[src/rtl/dma_rdy_pkg.sv]
// Package: shared types for the DMA request pin generator.
// Assumes: nothing beyond standard SystemVerilog.
package dma_rdy_pkg;

    // Transfer signalling style that applies to both pins.
    typedef enum logic {
        XFER_SINGLE = 1'b0,
        XFER_BLOCK  = 1'b1
    } xfer_mode_e;

    // Block signalling only makes sense with FIFOs; otherwise fall back.
    function automatic xfer_mode_e pick_mode(input logic fifo_on, input logic blk);
        return (fifo_on && blk) ? XFER_BLOCK : XFER_SINGLE;
    endfunction

endpackage

[src/rtl/dma_tx_ready.sv]
// Module: dma_tx_ready
// Drives the active-low transmit DMA request. In single mode the request
// is asserted while the transmit buffer is empty. In block mode it is
// asserted once the level drops below the trigger, withdrawn at full,
// and held in between.
// Assumes: level never exceeds DEPTH; the trigger may be any CW-bit value.
module dma_tx_ready
    import dma_rdy_pkg::*;
#(
    parameter  int DEPTH = 32,
    localparam int CW    = $clog2(DEPTH + 1)
) (
    input  logic          clk,
    input  logic          rst_n,
    input  xfer_mode_e    mode,
    input  logic [CW-1:0] level,
    input  logic [CW-1:0] trig,
    output logic          rdy_n
);

    localparam logic [CW-1:0] FULL_LVL = CW'(DEPTH);

    logic rdy_n_nxt;

    // Next request state: level rule in single mode, hysteresis in block mode.
    always_comb begin
        rdy_n_nxt = rdy_n;
        if (mode == XFER_SINGLE) begin
            rdy_n_nxt = (level != '0);
        end else if (level == FULL_LVL) begin
            rdy_n_nxt = 1'b1;
        end else if (level < trig) begin
            rdy_n_nxt = 1'b0;
        end
    end

    // Request register; asserted out of reset because the buffer starts empty.
    always_ff @(posedge clk) begin
        if (!rst_n) rdy_n <= 1'b0;
        else        rdy_n <= rdy_n_nxt;
    end

    AST_TX_SINGLE: assert property (@(posedge clk) disable iff (!rst_n)
        ($past(rst_n) && $past(mode) == XFER_SINGLE) |-> (rdy_n == ($past(level) != '0)));
    AST_TX_FULL_DROPS: assert property (@(posedge clk) disable iff (!rst_n)
        ($past(rst_n) && $past(mode) == XFER_BLOCK && $past(level) == FULL_LVL) |-> rdy_n);
    AST_TX_BELOW_TRIG: assert property (@(posedge clk) disable iff (!rst_n)
        ($past(rst_n) && $past(mode) == XFER_BLOCK && $past(level) != FULL_LVL
         && $past(level) < $past(trig)) |-> !rdy_n);
    AST_TX_HOLD_BAND: assert property (@(posedge clk) disable iff (!rst_n)
        ($past(rst_n) && $past(mode) == XFER_BLOCK && $past(level) != FULL_LVL
         && $past(level) >= $past(trig)) |-> $stable(rdy_n));

endmodule

[src/rtl/dma_rx_ready.sv]
// Module: dma_rx_ready
// Drives the active-low receive DMA request. In single mode the request
// is asserted whenever a character is waiting. In block mode it is
// asserted once the level reaches the trigger, held while the FIFO keeps
// filling or partly drains, and withdrawn only at empty.
// Assumes: level never exceeds DEPTH.
module dma_rx_ready
    import dma_rdy_pkg::*;
#(
    parameter  int DEPTH = 32,
    localparam int CW    = $clog2(DEPTH + 1)
) (
    input  logic          clk,
    input  logic          rst_n,
    input  xfer_mode_e    mode,
    input  logic [CW-1:0] level,
    input  logic [CW-1:0] trig,
    output logic          rdy_n
);

    logic rdy_n_nxt;

    // Next request state: data-present rule in single mode, hysteresis in block mode.
    always_comb begin
        rdy_n_nxt = rdy_n;
        if (mode == XFER_SINGLE) begin
            rdy_n_nxt = (level == '0);
        end else if (level == '0) begin
            rdy_n_nxt = 1'b1;
        end else if (level >= trig) begin
            rdy_n_nxt = 1'b0;
        end
    end

    // Request register; idle (high) out of reset.
    always_ff @(posedge clk) begin
        if (!rst_n) rdy_n <= 1'b1;
        else        rdy_n <= rdy_n_nxt;
    end

    AST_RX_SINGLE: assert property (@(posedge clk) disable iff (!rst_n)
        ($past(rst_n) && $past(mode) == XFER_SINGLE) |-> (rdy_n == ($past(level) == '0)));
    AST_RX_EMPTY_DROPS: assert property (@(posedge clk) disable iff (!rst_n)
        ($past(rst_n) && $past(mode) == XFER_BLOCK && $past(level) == '0) |-> rdy_n);
    AST_RX_AT_TRIG: assert property (@(posedge clk) disable iff (!rst_n)
        ($past(rst_n) && $past(mode) == XFER_BLOCK && $past(level) != '0
         && $past(level) >= $past(trig)) |-> !rdy_n);
    AST_RX_HOLD_BAND: assert property (@(posedge clk) disable iff (!rst_n)
        ($past(rst_n) && $past(mode) == XFER_BLOCK && $past(level) != '0
         && $past(level) < $past(trig)) |-> $stable(rdy_n));

endmodule

[src/rtl/tx_line_status.sv]
// Module: tx_line_status
// Registers the two transmitter status bits: holding buffer empty, and
// whole transmitter idle (buffer empty and shift register not busy).
// Assumes: tsr_busy is high for the full time a character is shifting.
module tx_line_status #(
    parameter  int DEPTH = 32,
    localparam int CW    = $clog2(DEPTH + 1)
) (
    input  logic          clk,
    input  logic          rst_n,
    input  logic [CW-1:0] level,
    input  logic          tsr_busy,
    output logic          thr_empty,
    output logic          tx_idle
);

    logic buf_empty;

    // Decode an empty transmit buffer.
    always_comb buf_empty = (level == '0);

    // Status registers; both report empty out of reset.
    always_ff @(posedge clk) begin
        if (!rst_n) begin
            thr_empty <= 1'b1;
            tx_idle   <= 1'b1;
        end else begin
            thr_empty <= buf_empty;
            tx_idle   <= buf_empty && !tsr_busy;
        end
    end

    AST_IDLE_NEEDS_EMPTY: assert property (@(posedge clk) disable iff (!rst_n)
        tx_idle |-> thr_empty);
    AST_EMPTY_TRACKS: assert property (@(posedge clk) disable iff (!rst_n)
        $past(rst_n) |-> (thr_empty == ($past(level) == '0)));
    AST_BUSY_BLOCKS_IDLE: assert property (@(posedge clk) disable iff (!rst_n)
        ($past(rst_n) && $past(tsr_busy)) |-> !tx_idle);

endmodule

[src/rtl/uart_dma_ready.sv]
// Module: uart_dma_ready (top)
// Generates the transmit/receive DMA request pins and the transmitter
// status bits from the FIFO occupancy counts and trigger levels.
// Assumes: FIFO levels come from neighbouring FIFO blocks and stay in
// 0..DEPTH; with FIFOs disabled the level is 0 or 1 (single holding register).
module uart_dma_ready
    import dma_rdy_pkg::*;
#(
    parameter  int DEPTH = 32,
    localparam int CW    = $clog2(DEPTH + 1)
) (
    input  logic          clk,
    input  logic          rst_n,
    input  logic          fifo_en,
    input  logic          blk_mode,
    input  logic [CW-1:0] tx_level,
    input  logic [CW-1:0] rx_level,
    input  logic [CW-1:0] tx_trig,
    input  logic [CW-1:0] rx_trig,
    input  logic          tsr_busy,
    output logic          tx_rdy_n,
    output logic          rx_rdy_n,
    output logic          thr_empty,
    output logic          tx_idle
);

    xfer_mode_e mode;

    // Effective signalling mode; block mode requires the FIFOs.
    always_comb mode = pick_mode(fifo_en, blk_mode);

    dma_tx_ready #(.DEPTH(DEPTH)) u_tx_ready (
        .clk   (clk),
        .rst_n (rst_n),
        .mode  (mode),
        .level (tx_level),
        .trig  (tx_trig),
        .rdy_n (tx_rdy_n)
    );

    dma_rx_ready #(.DEPTH(DEPTH)) u_rx_ready (
        .clk   (clk),
        .rst_n (rst_n),
        .mode  (mode),
        .level (rx_level),
        .trig  (rx_trig),
        .rdy_n (rx_rdy_n)
    );

    tx_line_status #(.DEPTH(DEPTH)) u_status (
        .clk       (clk),
        .rst_n     (rst_n),
        .level     (tx_level),
        .tsr_busy  (tsr_busy),
        .thr_empty (thr_empty),
        .tx_idle   (tx_idle)
    );

    AST_RESET_VALUES: assert property (@(posedge clk)
        $past(!rst_n) |-> (!tx_rdy_n && rx_rdy_n && thr_empty && tx_idle));
    AST_NOFIFO_TX: assert property (@(posedge clk) disable iff (!rst_n)
        ($past(rst_n) && !$past(fifo_en)) |-> (tx_rdy_n == !thr_empty));
    AST_REGISTERED: assert property (@(posedge clk) disable iff (!rst_n)
        ($past(rst_n) && $stable(rx_rdy_n) && $past(mode) == XFER_SINGLE)
        |-> (rx_rdy_n == ($past(rx_level) == '0)));

endmodule

[config.mk]
export PLATFORM = sky130hd
export DESIGN_NAME = uart_dma_ready
export DESIGN_NICKNAME = d
export VERILOG_FILES = /design/src/rtl/dma_rdy_pkg.sv /design/src/rtl/dma_tx_ready.sv /design/src/rtl/dma_rx_ready.sv /design/src/rtl/tx_line_status.sv /design/src/rtl/uart_dma_ready.sv
export SDC_FILE = /design/constraint.sdc
export NUM_CORES = 1
export LEC_CHECK = 0
export ABC_CLOCK_PERIOD_IN_PS = 3150
export BUFFER_PORTS_ARGS = -buffer_cell sky130_fd_sc_hd__buf_4
export CORE_UTILIZATION = 30
export CTS_CLUSTER_SIZE = 10
export DETAILED_ROUTE_END_ITERATION = 8
export GPL_ROUTABILITY_DRIVEN = 0
export SYNTH_ARGS = -nofsm -noshare
export SYNTH_HDL_FRONTEND = slang
export SYNTH_SLANG_ARGS = --single-unit
[constraint.sdc]
create_clock -name clk -period 3.15 [get_ports clk]
set_input_delay 0.1575 -clock clk [delete_from_list [all_inputs] [get_ports clk]]
set_output_delay 0.1575 -clock clk [all_outputs]
set_load 0.01 [all_outputs]
Word-level counts from Yosys, hierarchy flattened
Index checks and enable logic that the tools add are counted.
Storage, ports and cells
  latch bits: 0
  memories: 0
  memory bits (read-only): 0
  bits in writable memories: 0
  register bits after elaboration: 4
  output and inout port bits: 4
Cells by class
  divide/modulo/power cells: 0
  equality and inequality tests: 3
  reductions and logical operators: 6
  multiplexer cells: 7
  $add $sub $neg: 0
  $mul: 0
  shift operators: 0
  bitwise logic cells: 0
  $lt $le $gt $ge: 2
Operators by type and width (number)
  logical NOT 6 bit: 2
  2-to-1 mux 1 bit: 7
  equality test 6 bit (second input constant): 1
  >= comparator 6 bit: 1
  < comparator 6 bit: 1
  != test 3 bit (second input constant): 2
  nonzero test 6 bit: 1
  logical AND 1 bit: 2
  logical NOT 1 bit: 1

Longest topological paths before layout
  depth after elaboration: 4
  depth in mapped cells: 6

Cells and area by module
Synthesis repeated with hierarchy kept, for this count alone.
Unflattened totals
  cell total of the unflattened synthesis: 51
  area total of the unflattened synthesis: 441.7 sq um
By module, submodules not included
  dma_rx_ready: cells an instance 23, times used 1, area each 182.7 sq um, sequential area each 20.0 sq um
  dma_tx_ready: cells an instance 22, times used 1, area each 177.7 sq um, sequential area each 20.0 sq um
  tx_line_status: cells an instance 5, times used 1, area each 75.1 sq um, sequential area each 40.0 sq um
  uart_dma_ready: cells an instance 1, times used 1, area each 6.3 sq um, sequential area each 0.0 sq um

Least setup slack after synthesis
Ideal clock, no wire load.
  path kind: input-to-reg
  from: input port rx_trig[4]
  to: register u_rx_ready.rdy_n
  path slack: 1.883 ns
  stages: 6
  data arrival time: 1.161 ns
  cell sequence: inv_1 ha_1 a21o_1 a2111oi_0 o21ai_0 o311ai_0
Between the ends
  longest elaborated chain between the ends: 2
Ends and longest elaborated chain
  start: declaration: line uart_dma_ready.sv:19  | input logic [CW-1:0] rx_trig,
  >= comparator 6 bit: line dma_rx_ready.sv:30  | end else if (level >= trig) begin
  != test 3 bit (no source line)
  end signal: assignment: line dma_rx_ready.sv:38  | else rdy_n <= rdy_n_nxt;
  end: declaration: line dma_rx_ready.sv:18  | output logic rdy_n
No other way between the ends.
A chain may end at the register's enable or synchronous reset.

Final worst setup path
  from: input port rx_level[4]
  to: register u_rx_ready.rdy_n
Between the ends
  longest elaborated chain between the ends: 3
  elaborated cells between the ends (all ways): 5
  those cells by class: order compare: 1; eq/ne: 1; mux: 2; reduce/logical: 1
Ends and longest elaborated chain
  start: declaration: line uart_dma_ready.sv:17  | input logic [CW-1:0] rx_level,
  branches (longest 3 deep; another with >= comparator 6 bit)
Parallel ways; which one is timed is not known.

==> impl_metrics.csv <==
group,metric,value,unit
routing,drt-total-wl,951,µm
setup_path,endpoint_kind,"flip-flop",
logic_synthesis,synth.largest_area_cell,"ha_1",
cells_and_area,final_common_cell,"buf_4",
cells_and_area,diodes,0,
timing,timing.final.crit_share,40.2,%
logic_synthesis,ys_warn_count,0,
setup_path,crit_arrival,1.39,ns
logic_synthesis,synth.distinct_cells,23,
power,powerDensity,267,mW/mm²
grt,grtUsageMet1,11.7,%
clocking,cts_tree,"built",
grt,antenna_found_initial,0,
timing,hold_slack,0.0842,ns
timing,drv_slew,0,
cells_and_area,drive_gt1_share,43.5,%
clocking,root_buffer,"clkbuf_4",
timing,setup_viol,0,
timing,setup_tns,0,ns
floorplanning,fp.dieArea,0.00159,mm²
logic_synthesis,postSynthCellCount,50,
worst_hold_path,worstHoldPathType,"in2reg",
clocking,cts.clk_slew.worst_paths,0.04,ns
logic_synthesis,synth_top_area_share,31.9,%
routing,drt-pass1-iter-count,4,
floorplanning,num_io_pins,33,
logic_synthesis,syn-num-nets,90,
clocking,max-clock-path-buffers,2,
setup_path,worstSetupStartpointType,"input port",
routing,routedWlPerCell,9.51,µm
logic_synthesis,netlist_top_cells_area,"ha_1, dfxtp_1, inv_1",
logic_synthesis,yosysSeqAreaShare,18.6,%
clocking,cts_resized,0,
cells_and_area,area_delta_synth_final,65.2,%
clocking,numCtsBuffers,3,
setup_path,critPathKind,"in2reg",
floorplanning,row_count,13,
logic_synthesis,ys_ff_latch,4,
grt,gr-usage-all-layers,14.9,%
grt,grt_pass1_vias,477,
floorplanning,fp.dieH,39.9,µm
grt,top_usage_layer,"met2",
run_status,status,"completed",
power,cellLeakagePower,0.000407,µW
setup_path,startpoint,"rx_level[4]",
grt,use_met2,27.8,%
timing,skew,0,ns
grt,grt_max_degree,5,
routing,drc,0,
routing,ant_nets,0,
logic_synthesis,syn_area_per_cell,8.63,µm²
placed_design,post-dp-hpwl,855,µm
grt,grt_pass1_wl,1520,µm
clocking,cts_hold_buf,0,
floorplanning,start_util,32.8,%
placed_design,post-place-ws,1.61,ns
grt,grt_overflow,0,
cells_and_area,finish.utilization,54.1,%
timing,worst_pin_slew,0.353,ns
floorplanning,core_area,0.00132,mm²
setup_path,r2r_start,"u_rx_ready.rdy_n$_SDFFE_PN1P_",
clocking,htreeDepth,1,
cells_and_area,nFillCells,128,
cells_and_area,layout.cells.most_common_list,"buf_4, inv_1, ha_1",
clocking,clkSinkCount,4,
timing,fmax,790,MHz
placed_design,io_buffers,32,
logic_synthesis,syn_area,432,µm²
timing,final.setup.worst_slack,1.88,ns
clocking,clk_latency,0.24,ns
routing,drt_iter0_markers,7,
floorplanning,die_x,39.9,µm
timing,finalCriticalPeriod,1.27,ns
routing,vias_per_cell,4.83,
grt,grtUsageMet3,7.22,%
flow_run,maxCapViolations,0,
setup_path,path_max_fanout,2,
setup_path,cp.required,3.28,ns
power,peakVddDrop,0.118,mV
cells_and_area,nets,127,
timing,hold_viol_final,0,
timing,relSlewSlack,75.9,%
routing,num_vias,483,
clocking,cts_setup_buffers,0,
timing,rsz0062_at_grt,"no",
worst_hold_path,hold_path_startpoint,"tsr_busy",
## synthesized netlist by cell type
cell type,instances
a2111oi_0,1
a21o_1,2
a211oi_1,1
a21boi_1,1
inv_1,12
o21ai_1,1
nor2_1,1
o311ai_0,1
or4_1,1
or4_4,1
dfxtp_1,4
o21bai_1,1
ha_1,11
o2111ai_1,1
nor2b_1,1
nand4_1,1
a21oi_1,1
o21ai_0,2
nand2b_1,1
nand2_1,2
and3_1,1
o31ai_4,1
a221oi_1,1
## path summary, 6_finish.rpt
path / end / slack, ns / cells after the start
worst max register to register: u_rx_ready.rdy_n$_SDFFE_PN1P_ / 2.14 / 4
worst max-delay path: u_rx_ready.rdy_n$_SDFFE_PN1P_ / 1.88 / 6
worst min-delay path: u_status.tx_idle$_SDFF_PN1_ / 0.08 / 2
worst min register to register: u_tx_ready.rdy_n$_SDFFE_PN0P_ / 0.46 / 2
## through the flow
step,area [µm²],instances,power [µW]
global placement,691,97,125
global route,713,100,206
finish,713,100,190
floorplan,432,50,84.5
CTS,713,100,195
detailed placement,691,97,126
## state kept, by name (all words and copies together), names as in the netlist
name                flops
u_tx_ready.rdy_n        1
u_status.thr_empty      1
u_status.tx_idle        1
u_rx_ready.rdy_n        1
## cell type report
type / count / area, µm² / share of cell area, %
clock buffers: 3 / 22.5 / 3.16
multi-input cells: 34 / 307 / 43.0
flip-flops and latches: 4 / 80.1 / 11.2
repair buffers: 32 / 240 / 33.7
well taps: 15 / 18.8 / 2.63
inverters: 12 / 45.0 / 6.32
## cell families (layout without fill, tap and decap cells)
kind of cell	count (synthesis)	in the layout	share of synthesized area, %
flip-flops	4	4	18.6
AO/OA/AOI/OAI	14	14	26.4
AND/OR/NAND/NOR	9	9	12.8
adder cells (fa/ha/maj)	11	11	31.9
buffers and inverters	12	47	10.4
## layer usage
metal  part of all wire (%)  vias up  wire length, µm
met3                     11        3              104
met4                    1.8        0               17
met2                     52       24              497
met1                     35      206              332
li1                       -      250                -
met5                      0        -                0
## critical path: stages
cell and delay (ns):
buf_4 0.11, ha_1 0.30, a21o_1 0.18, a2111oi_0 0.39, o21ai_0 0.13, o311ai_0 0.12
## where the power goes
part           switching (µW)  total [µW]  internal (µW)
clock network            23.1        65.9           42.8
registers                1.36        56.0           54.6
logic                    25.9        68.4           42.5
total                    50.4         190            140
No activity file was read; power rests on OpenSTA's default activity.
